## src/rtl/fpx_pkg.sv

```systemverilog
package fpx_pkg;

    localparam int FPX_CLS_W       = 4;
    localparam int FPX_EXEMPT_LAST = 8;

    typedef enum logic [1:0] {
        ACT_NONE   = 2'd0,
        ACT_ISSUE  = 2'd1,
        ACT_RAISE  = 2'd2,
        ACT_FREEZE = 2'd3
    } fpx_act_e;

    typedef enum logic {
        ST_RUN    = 1'b0,
        ST_FROZEN = 1'b1
    } fpx_state_e;

    typedef struct packed {
        logic native_err;
        logic ignore_err;
        logic pend_exc;
    } fpx_ctl_t;

    typedef struct packed {
        logic issue;
        logic raise;
    } fpx_out_t;

    // Per-instruction decision, independent of the frozen state.
    function automatic fpx_act_e fpx_decide(input logic valid,
                                            input logic exempt,
                                            input fpx_ctl_t ctl);
        fpx_act_e act;
        if (!valid)
            act = ACT_NONE;
        else if (!ctl.pend_exc || exempt)
            act = ACT_ISSUE;
        else if (ctl.native_err)
            act = ACT_RAISE;
        else if (ctl.ignore_err)
            act = ACT_ISSUE;
        else
            act = ACT_FREEZE;
        return act;
    endfunction

endpackage

```

## src/rtl/fpx_class_decode.sv

```systemverilog
module fpx_class_decode #(
    parameter int CLS_W       = fpx_pkg::FPX_CLS_W,
    parameter int EXEMPT_LAST = fpx_pkg::FPX_EXEMPT_LAST
) (
    input  logic [CLS_W-1:0] cls,
    output logic             exempt
);
    localparam logic [CLS_W-1:0] LAST_CODE = CLS_W'(EXEMPT_LAST);

    // Exempt control instructions occupy the low codes.
    always_comb exempt = (cls <= LAST_CODE);

endmodule

```

## src/rtl/fpx_freeze_fsm.sv

```systemverilog
module fpx_freeze_fsm
    import fpx_pkg::*;
(
    input  logic       clk,
    input  logic       rst,
    input  fpx_act_e   act,
    input  logic       intr_strobe,
    output fpx_state_e state
);
    fpx_state_e state_nx;

    always_comb begin
        state_nx = state;
        unique case (state)
            ST_RUN:    if (act == ACT_FREEZE) state_nx = ST_FROZEN;
            ST_FROZEN: if (intr_strobe)       state_nx = ST_RUN;
            default:   state_nx = ST_RUN;
        endcase
    end

    always_ff @(posedge clk) begin
        if (rst) state <= ST_RUN;
        else     state <= state_nx;
    end

    AST_FROZEN_HOLDS: assert property (@(posedge clk) disable iff (rst)
        (state == ST_FROZEN && !intr_strobe) |=> (state == ST_FROZEN));

    AST_STROBE_RELEASES: assert property (@(posedge clk) disable iff (rst)
        (state == ST_FROZEN && intr_strobe) |=> (state == ST_RUN));

endmodule

```

## src/rtl/fpx_out_reg.sv

```systemverilog
module fpx_out_reg
    import fpx_pkg::*;
(
    input  logic     clk,
    input  logic     rst,
    input  fpx_act_e act,
    output fpx_out_t out_q
);
    fpx_out_t out_d;

    always_comb begin
        out_d.issue = (act == ACT_ISSUE);
        out_d.raise = (act == ACT_RAISE);
    end

    always_ff @(posedge clk) begin
        if (rst) out_q <= '0;
        else     out_q <= out_d;
    end

endmodule

```

## src/rtl/fpx_stall_ctrl.sv

```systemverilog
module fpx_stall_ctrl
    import fpx_pkg::*;
#(
    parameter int CLS_W       = FPX_CLS_W,
    parameter int EXEMPT_LAST = FPX_EXEMPT_LAST
) (
    input  logic             clk,
    input  logic             rst,
    input  logic             native_err,
    input  logic             ignore_err,
    input  logic             pend_exc,
    input  logic             instr_valid,
    input  logic [CLS_W-1:0] instr_cls,
    input  logic             intr_strobe,
    output logic             issue_o,
    output logic             raise_o,
    output logic             freeze_o
);
    logic       exempt;
    fpx_ctl_t   ctl;
    fpx_act_e   act_raw;
    fpx_act_e   act_eff;
    fpx_state_e state;
    fpx_out_t   out_q;

    fpx_class_decode #(.CLS_W(CLS_W), .EXEMPT_LAST(EXEMPT_LAST)) u_dec (
        .cls    (instr_cls),
        .exempt (exempt)
    );

    always_comb begin
        ctl.native_err = native_err;
        ctl.ignore_err = ignore_err;
        ctl.pend_exc   = pend_exc;
        act_raw        = fpx_decide(instr_valid, exempt, ctl);
        // A frozen block holds the offered instruction; nothing acts on it.
        act_eff        = (state == ST_RUN) ? act_raw : ACT_NONE;
    end

    fpx_freeze_fsm u_fsm (
        .clk         (clk),
        .rst         (rst),
        .act         (act_eff),
        .intr_strobe (intr_strobe),
        .state       (state)
    );

    fpx_out_reg u_out (
        .clk   (clk),
        .rst   (rst),
        .act   (act_eff),
        .out_q (out_q)
    );

    assign issue_o  = out_q.issue;
    assign raise_o  = out_q.raise;
    assign freeze_o = (state == ST_FROZEN);

    AST_ISSUE_FREEZE_EXCL: assert property (@(posedge clk) disable iff (rst)
        !(issue_o && freeze_o));

    AST_NO_PEND_ISSUES: assert property (@(posedge clk) disable iff (rst)
        (instr_valid && !pend_exc && !freeze_o) |=> issue_o);

    AST_IGNORE_ISSUES: assert property (@(posedge clk) disable iff (rst)
        (instr_valid && pend_exc && !native_err && ignore_err && !freeze_o) |=> issue_o);

    AST_NATIVE_NEVER_FREEZES: assert property (@(posedge clk) disable iff (rst)
        (native_err && !freeze_o) |=> !freeze_o);

    AST_RELEASE_NO_ISSUE: assert property (@(posedge clk) disable iff (rst)
        (freeze_o && intr_strobe) |=> (!freeze_o && !issue_o && !raise_o));

    AST_FROZEN_SILENT: assert property (@(posedge clk) disable iff (rst)
        freeze_o |=> (!issue_o && !raise_o));

    AST_RESET_IDLE: assert property (@(posedge clk)
        $past(rst) |-> (!issue_o && !raise_o && !freeze_o));

endmodule

```

## config.mk

```make
export PLATFORM = sky130hd
export DESIGN_NAME = fpx_stall_ctrl
export DESIGN_NICKNAME = d
export VERILOG_FILES = /design/src/rtl/fpx_pkg.sv /design/src/rtl/fpx_class_decode.sv /design/src/rtl/fpx_freeze_fsm.sv /design/src/rtl/fpx_out_reg.sv /design/src/rtl/fpx_stall_ctrl.sv
export SDC_FILE = /design/constraint.sdc
export NUM_CORES = 1
export LEC_CHECK = 0
export BUFFER_PORTS_ARGS = -buffer_cell sky130_fd_sc_hd__buf_2
export CORE_AREA = 4 4 41 43
export DETAILED_ROUTE_END_ITERATION = 16
export DIE_AREA = 0 0 45 47
export SYNTH_ARGS = -nofsm -noshare
export SYNTH_HDL_FRONTEND = slang
export SYNTH_SLANG_ARGS = --single-unit
```

## constraint.sdc

```tcl
create_clock -name clk -period 1 [get_ports clk]
set_input_delay 0.1 -clock clk [delete_from_list [all_inputs] [get_ports clk]]
set_output_delay 0.1 -clock clk [all_outputs]
set_load 0.005 [all_outputs]
```

# Word level (Yosys, flattened, before mapping)
# Cells that the tools add are included.
[classes]
n_lt_le_gt_ge = 1
eq_ne = 3
n_mux = 8
bitwise = 1
reduce_logical = 2
[op_table]
columns = ["op", "n"]
rows = [
  ["2-bit 2-to-1 mux", 5],
  ["2-bit == test (second input constant)", 2],
  ["4-bit <= comparator (second input constant)", 1],
  ["2-bit by 1-bit == test with 1-bit output (second input constant)", 1],
  ["1-bit 2-to-1 mux", 2],
  ["1-bit case mux with 2 select lines", 1],
  ["1-bit logical NOT", 1],
  ["1-bit logical OR", 1],
  ["1-bit NOT", 1],
]
[word_totals]
regBits = 3
output_inout_bits = 3
wordCells = 18

# Logic depth before layout (Yosys ltp)
[logic_depth]
ltp_word = 8
mapped_depth = 2
mapped_depth_nobuf = 2

# Cells and area by module
# A second synthesis with hierarchy kept.
[unflattened]
cells_unflattened = 14
area_unflattened_um2 = 143.9
[by_module_without_submodules]
columns = ["module", "n_inst", "cells_each", "area_per_inst_um2", "seq_area_each_um2"]
rows = [
  ["fpx_out_reg", 1, 4, 55.1, 40.0],
  ["fpx_freeze_fsm", 1, 4, 38.8, 20.0],
  ["fpx_stall_ctrl", 1, 5, 37.5, 0.0],
  ["fpx_class_decode", 1, 1, 12.5, 0.0],
]

# Least setup slack after synthesis
# OpenSTA, ideal clock, no wires.
[synth_timing]
path_type = "input-to-reg"
startpoint = "input instr_cls[1]"
endpoint = "register u_out.out_q[1] (netlist name)"
arrival_ps = 735
required_time_ps = 897
path_slack_ps = 162
stages = 2
path_cell_list = "o311a_1 > a2111oi_2"
[synth_between]
elab_chain_len = 6
[synth_rtl]
columns = ["element", "line", "rtl"]
rows = [
  ["start, declared", "fpx_stall_ctrl.sv:13", "input logic [CLS_W-1:0] instr_cls,"],
  ["4-bit <= comparator", "fpx_class_decode.sv:11", "always_comb exempt = (cls <= LAST_CODE);"],
  ["1-bit logical OR", "fpx_pkg.sv:36", "else if (!ctl.pend_exc || exempt)"],
  ["2-bit 2-to-1 mux", "fpx_pkg.sv:36", ""],
  ["2-bit 2-to-1 mux", "fpx_pkg.sv:34", "if (!valid)"],
  ["2-bit 2-to-1 mux", "fpx_stall_ctrl.sv:37", "act_eff = (state == ST_RUN) ? act_raw : ACT_NONE;"],
  ["2-bit by 1-bit == test with 1-bit output", "fpx_out_reg.sv:12", "out_d.issue = (act == ACT_ISSUE);"],
]
# No other way between the ends.
# A chain may end at the register's enable or synchronous reset.

# Final worst setup path
[layout_timing]
startpoint = "register u_fsm.state"
endpoint = "register u_fsm.state"
[layout_between]
elab_chain_len = 4
[layout_rtl]
columns = ["element", "line", "rtl"]
rows = [
  ["start, declared", "fpx_freeze_fsm.sv:8", "output fpx_state_e state"],
  ["start signal, assigned", "fpx_freeze_fsm.sv:23", "else state <= state_nx;"],
  ["2-bit 2-to-1 mux", "fpx_stall_ctrl.sv:37", ""],
  ["2-bit == test", "fpx_freeze_fsm.sv:15", "ST_RUN: if (act == ACT_FREEZE) state_nx = ST_FROZEN;"],
  ["1-bit 2-to-1 mux", "fpx_freeze_fsm.sv:15", ""],
  ["1-bit case mux with 2 select lines *", "fpx_freeze_fsm.sv:14", "unique case (state)"],
]
# Every way passes the cells marked *; elsewhere a longest branch is shown, timed or not.

==> summary.txt <==
Status
  – Status: finished, final reports clean

Power
  – Pleak: 0.125 nW
  – PwrDens: 1580 nW/µm²
  – VDD IR max: 816 µV

STA
  – Rel. slew slack: 82.3%
  – Final worst path period need: 0.878 ns
  – Fin. Hold Viols: 0
  – Fmax: 1140 MHz
  – Max-slew violations: 0
  – Setup slack after layout: 0.122 ns
  – Slew @ Worst Pin: 0.262 ns
  – Setup TNS: 0 ns
  – RSZ-0062 raised after global routing: no
  – Tcrit/Tclk final: 87.8%
  – Final setup fails: 0
  – Clk_skew: 0.00279 ns

Clocking
  – Worst-path clk slew: 0.04 ns
  – # H-tree levels: 1
  – CTS tree: built
  – Worst skew pair latency: 0.24 ns
  – Hold-fix buffers at CTS: 0
  – Setup bufs post-CTS: 0
  – Resized cells post-CTS: 0
  – Sink Count: 3
  – CTS Buffer Depth: 2
  – CTS Buf Count: 3
  – Root Driver: clkbuf_4

Finish
  – Area delta synth->final: 80.7%
  – # diodes: 0
  – # fillers: 155
  – Share of layout cells above drive strength 1: 60.0%
  – Commonest non-fill, non-tap cell in the layout: buf_2
  – Layout Nets: 42
  – Most frequent cells in the layout: 13 x buf_2, 3 x clkbuf_4, 3 x dfxtp_1

Synth
  – Synth warn: 0
  – Post-synthesis register bit count: 3
  – Post-synth cell types: 10
  – Post-Synthesis Cells: 13
  – Synth Cell Area: 136 µm²
  – Post-synth top area cell: dfxtp_1
  – Yosys top cell area share: 44.0%
  – Mean Syn Cell Area: 10.5 µm²
  – Syn_nets: 24
  – Top cells by area, synth: dfxtp_1 44%, a2111oi_2 11%, o311a_1 7.3%
  – Seq/Total Area, Yosys: 44.0%

Global route
  – First-pass GRT wire length: 579 µm
  – Met1 Use GR: 2.96%
  – Pin count of the biggest net entering global routing: 6
  – Tot GR Track Use: 4.90%
  – Vias in the first global route: 151
  – GRT met3 Usage: 7.28%
  – M2 GR Usage: 6.78%
  – Most used routing layer: met3
  – Gr ovfl total: 0
  – Initial antenna violation count: 0

Die
  – Site Rows: 13
  – Die Height: 47 µm
  – Initial core utilization: 10.5%
  – Num ports: 14
  – Die extent in x: 45 µm
  – DIE AREA: 2120 µm²
  – Core Region: 1300 µm²

Critical path
  – Worst Path Required: 1.19 ns
  – Worst Path Arrival: 1.06 ns
  – Setup Crit Path Kind: reg2reg
  – Crit-path max FO: 5
  – Endpoint type of the worst setup path: flop
  – Crit path launch type: flop

Routing
  – DRC: 0
  – Initial DRC Count: 0
  – WL final: 399 µm
  – Vias: 167
  – DRT Pass-1 Iters: 1
  – Average wire per standard cell: 8.87 µm
  – Via density: 3.71
  – Antenna viol nets, final: 0

Place
  – Post-place setup slack: 0.0132 ns
  – GP Congestion: 0.571
  – Port-buffer cells: 13

Run
  – MaxCap Viol Count: 0

Hold path
  – Hold/Removal Path Class: in2reg
## cell usage after synthesis, drive strengths merged
cell     n
nor2     1
nor3b    1
dfxtp    3
inv      2
a2111oi  1
nand2b   1
a31o     1
o311a    1
nor4b    1
and4     1
## worst max-delay path, stage by stage (launching register included)
cell and delay (ns):
dfxtp_1 0.34, nor4b_1 0.30, a31o_2 0.19
## where the power goes
part           switching [mW]  leakage, nW  internal, mW
combinational          0.0167       0.0852        0.0241
clock                  0.0741       0.0150         0.150
sequential            0.00118       0.0245         0.124
total                  0.0919        0.125         0.298
## path summary, 6_finish.rpt
path | to | startpoint | depth (start not counted) | slack [ns]
setup / recovery | u_fsm.state | u_fsm.state | 2 | 0.12
hold / removal | u_out.out_q[1] | rst | 2 | 0.07
setup reg to reg | u_fsm.state | u_fsm.state | 2 | 0.12
hold reg to reg | u_out.out_q[1] | u_fsm.state | 1 | 0.51
## logic make-up after synthesis
group / count (synthesis) / synth area share (%)
flip-flops: 3 / 44.0
AO/OA/AOI/OAI: 3 / 24.8
AND/OR/NAND/NOR: 5 / 25.7
buffers and inverters: 2 / 5.51
## routing by layer
layer,vias up,part of all wire (%)
li1,84,-
met1,71,33
met2,12,45
met3,0,22
met4,0,0
met5,-,0
## per-stage QoR
stage | cells | instance area (µm²) | utilization [%] | total power [mW] | hold WS, ns
after floorplan | 13 | 136 | - | 0.141 | 0.169
after global placement | 41 | 220 | 16.9 | 0.167 | 0.317
after detailed placement | 41 | 220 | 16.9 | 0.168 | 0.317
after CTS | 45 | 246 | 18.9 | 0.404 | 0.0651
after global routing | 45 | 246 | 18.9 | 0.427 | 0.0746
final | 45 | 246 | 18.9 | 0.390 | 0.0732
## final cells by class
cell class | count | area (µm²) | area share (%)
clock buffer | 4 | 26.3 | 10.7
inverter | 2 | 7.51 | 3.05
multi-input combinational | 8 | 68.8 | 27.9
sequential | 3 | 60.1 | 24.4
tap | 15 | 18.8 | 7.61
timing repair buffer | 13 | 65.1 | 26.4
## flip-flops by register name, indices dropped and copies added, names as in the netlist
| signal | flops |
|---|---|
| u_out.out_q | 2 |
| u_fsm.state | 1 |
Power figures use the tool's default switching activity.
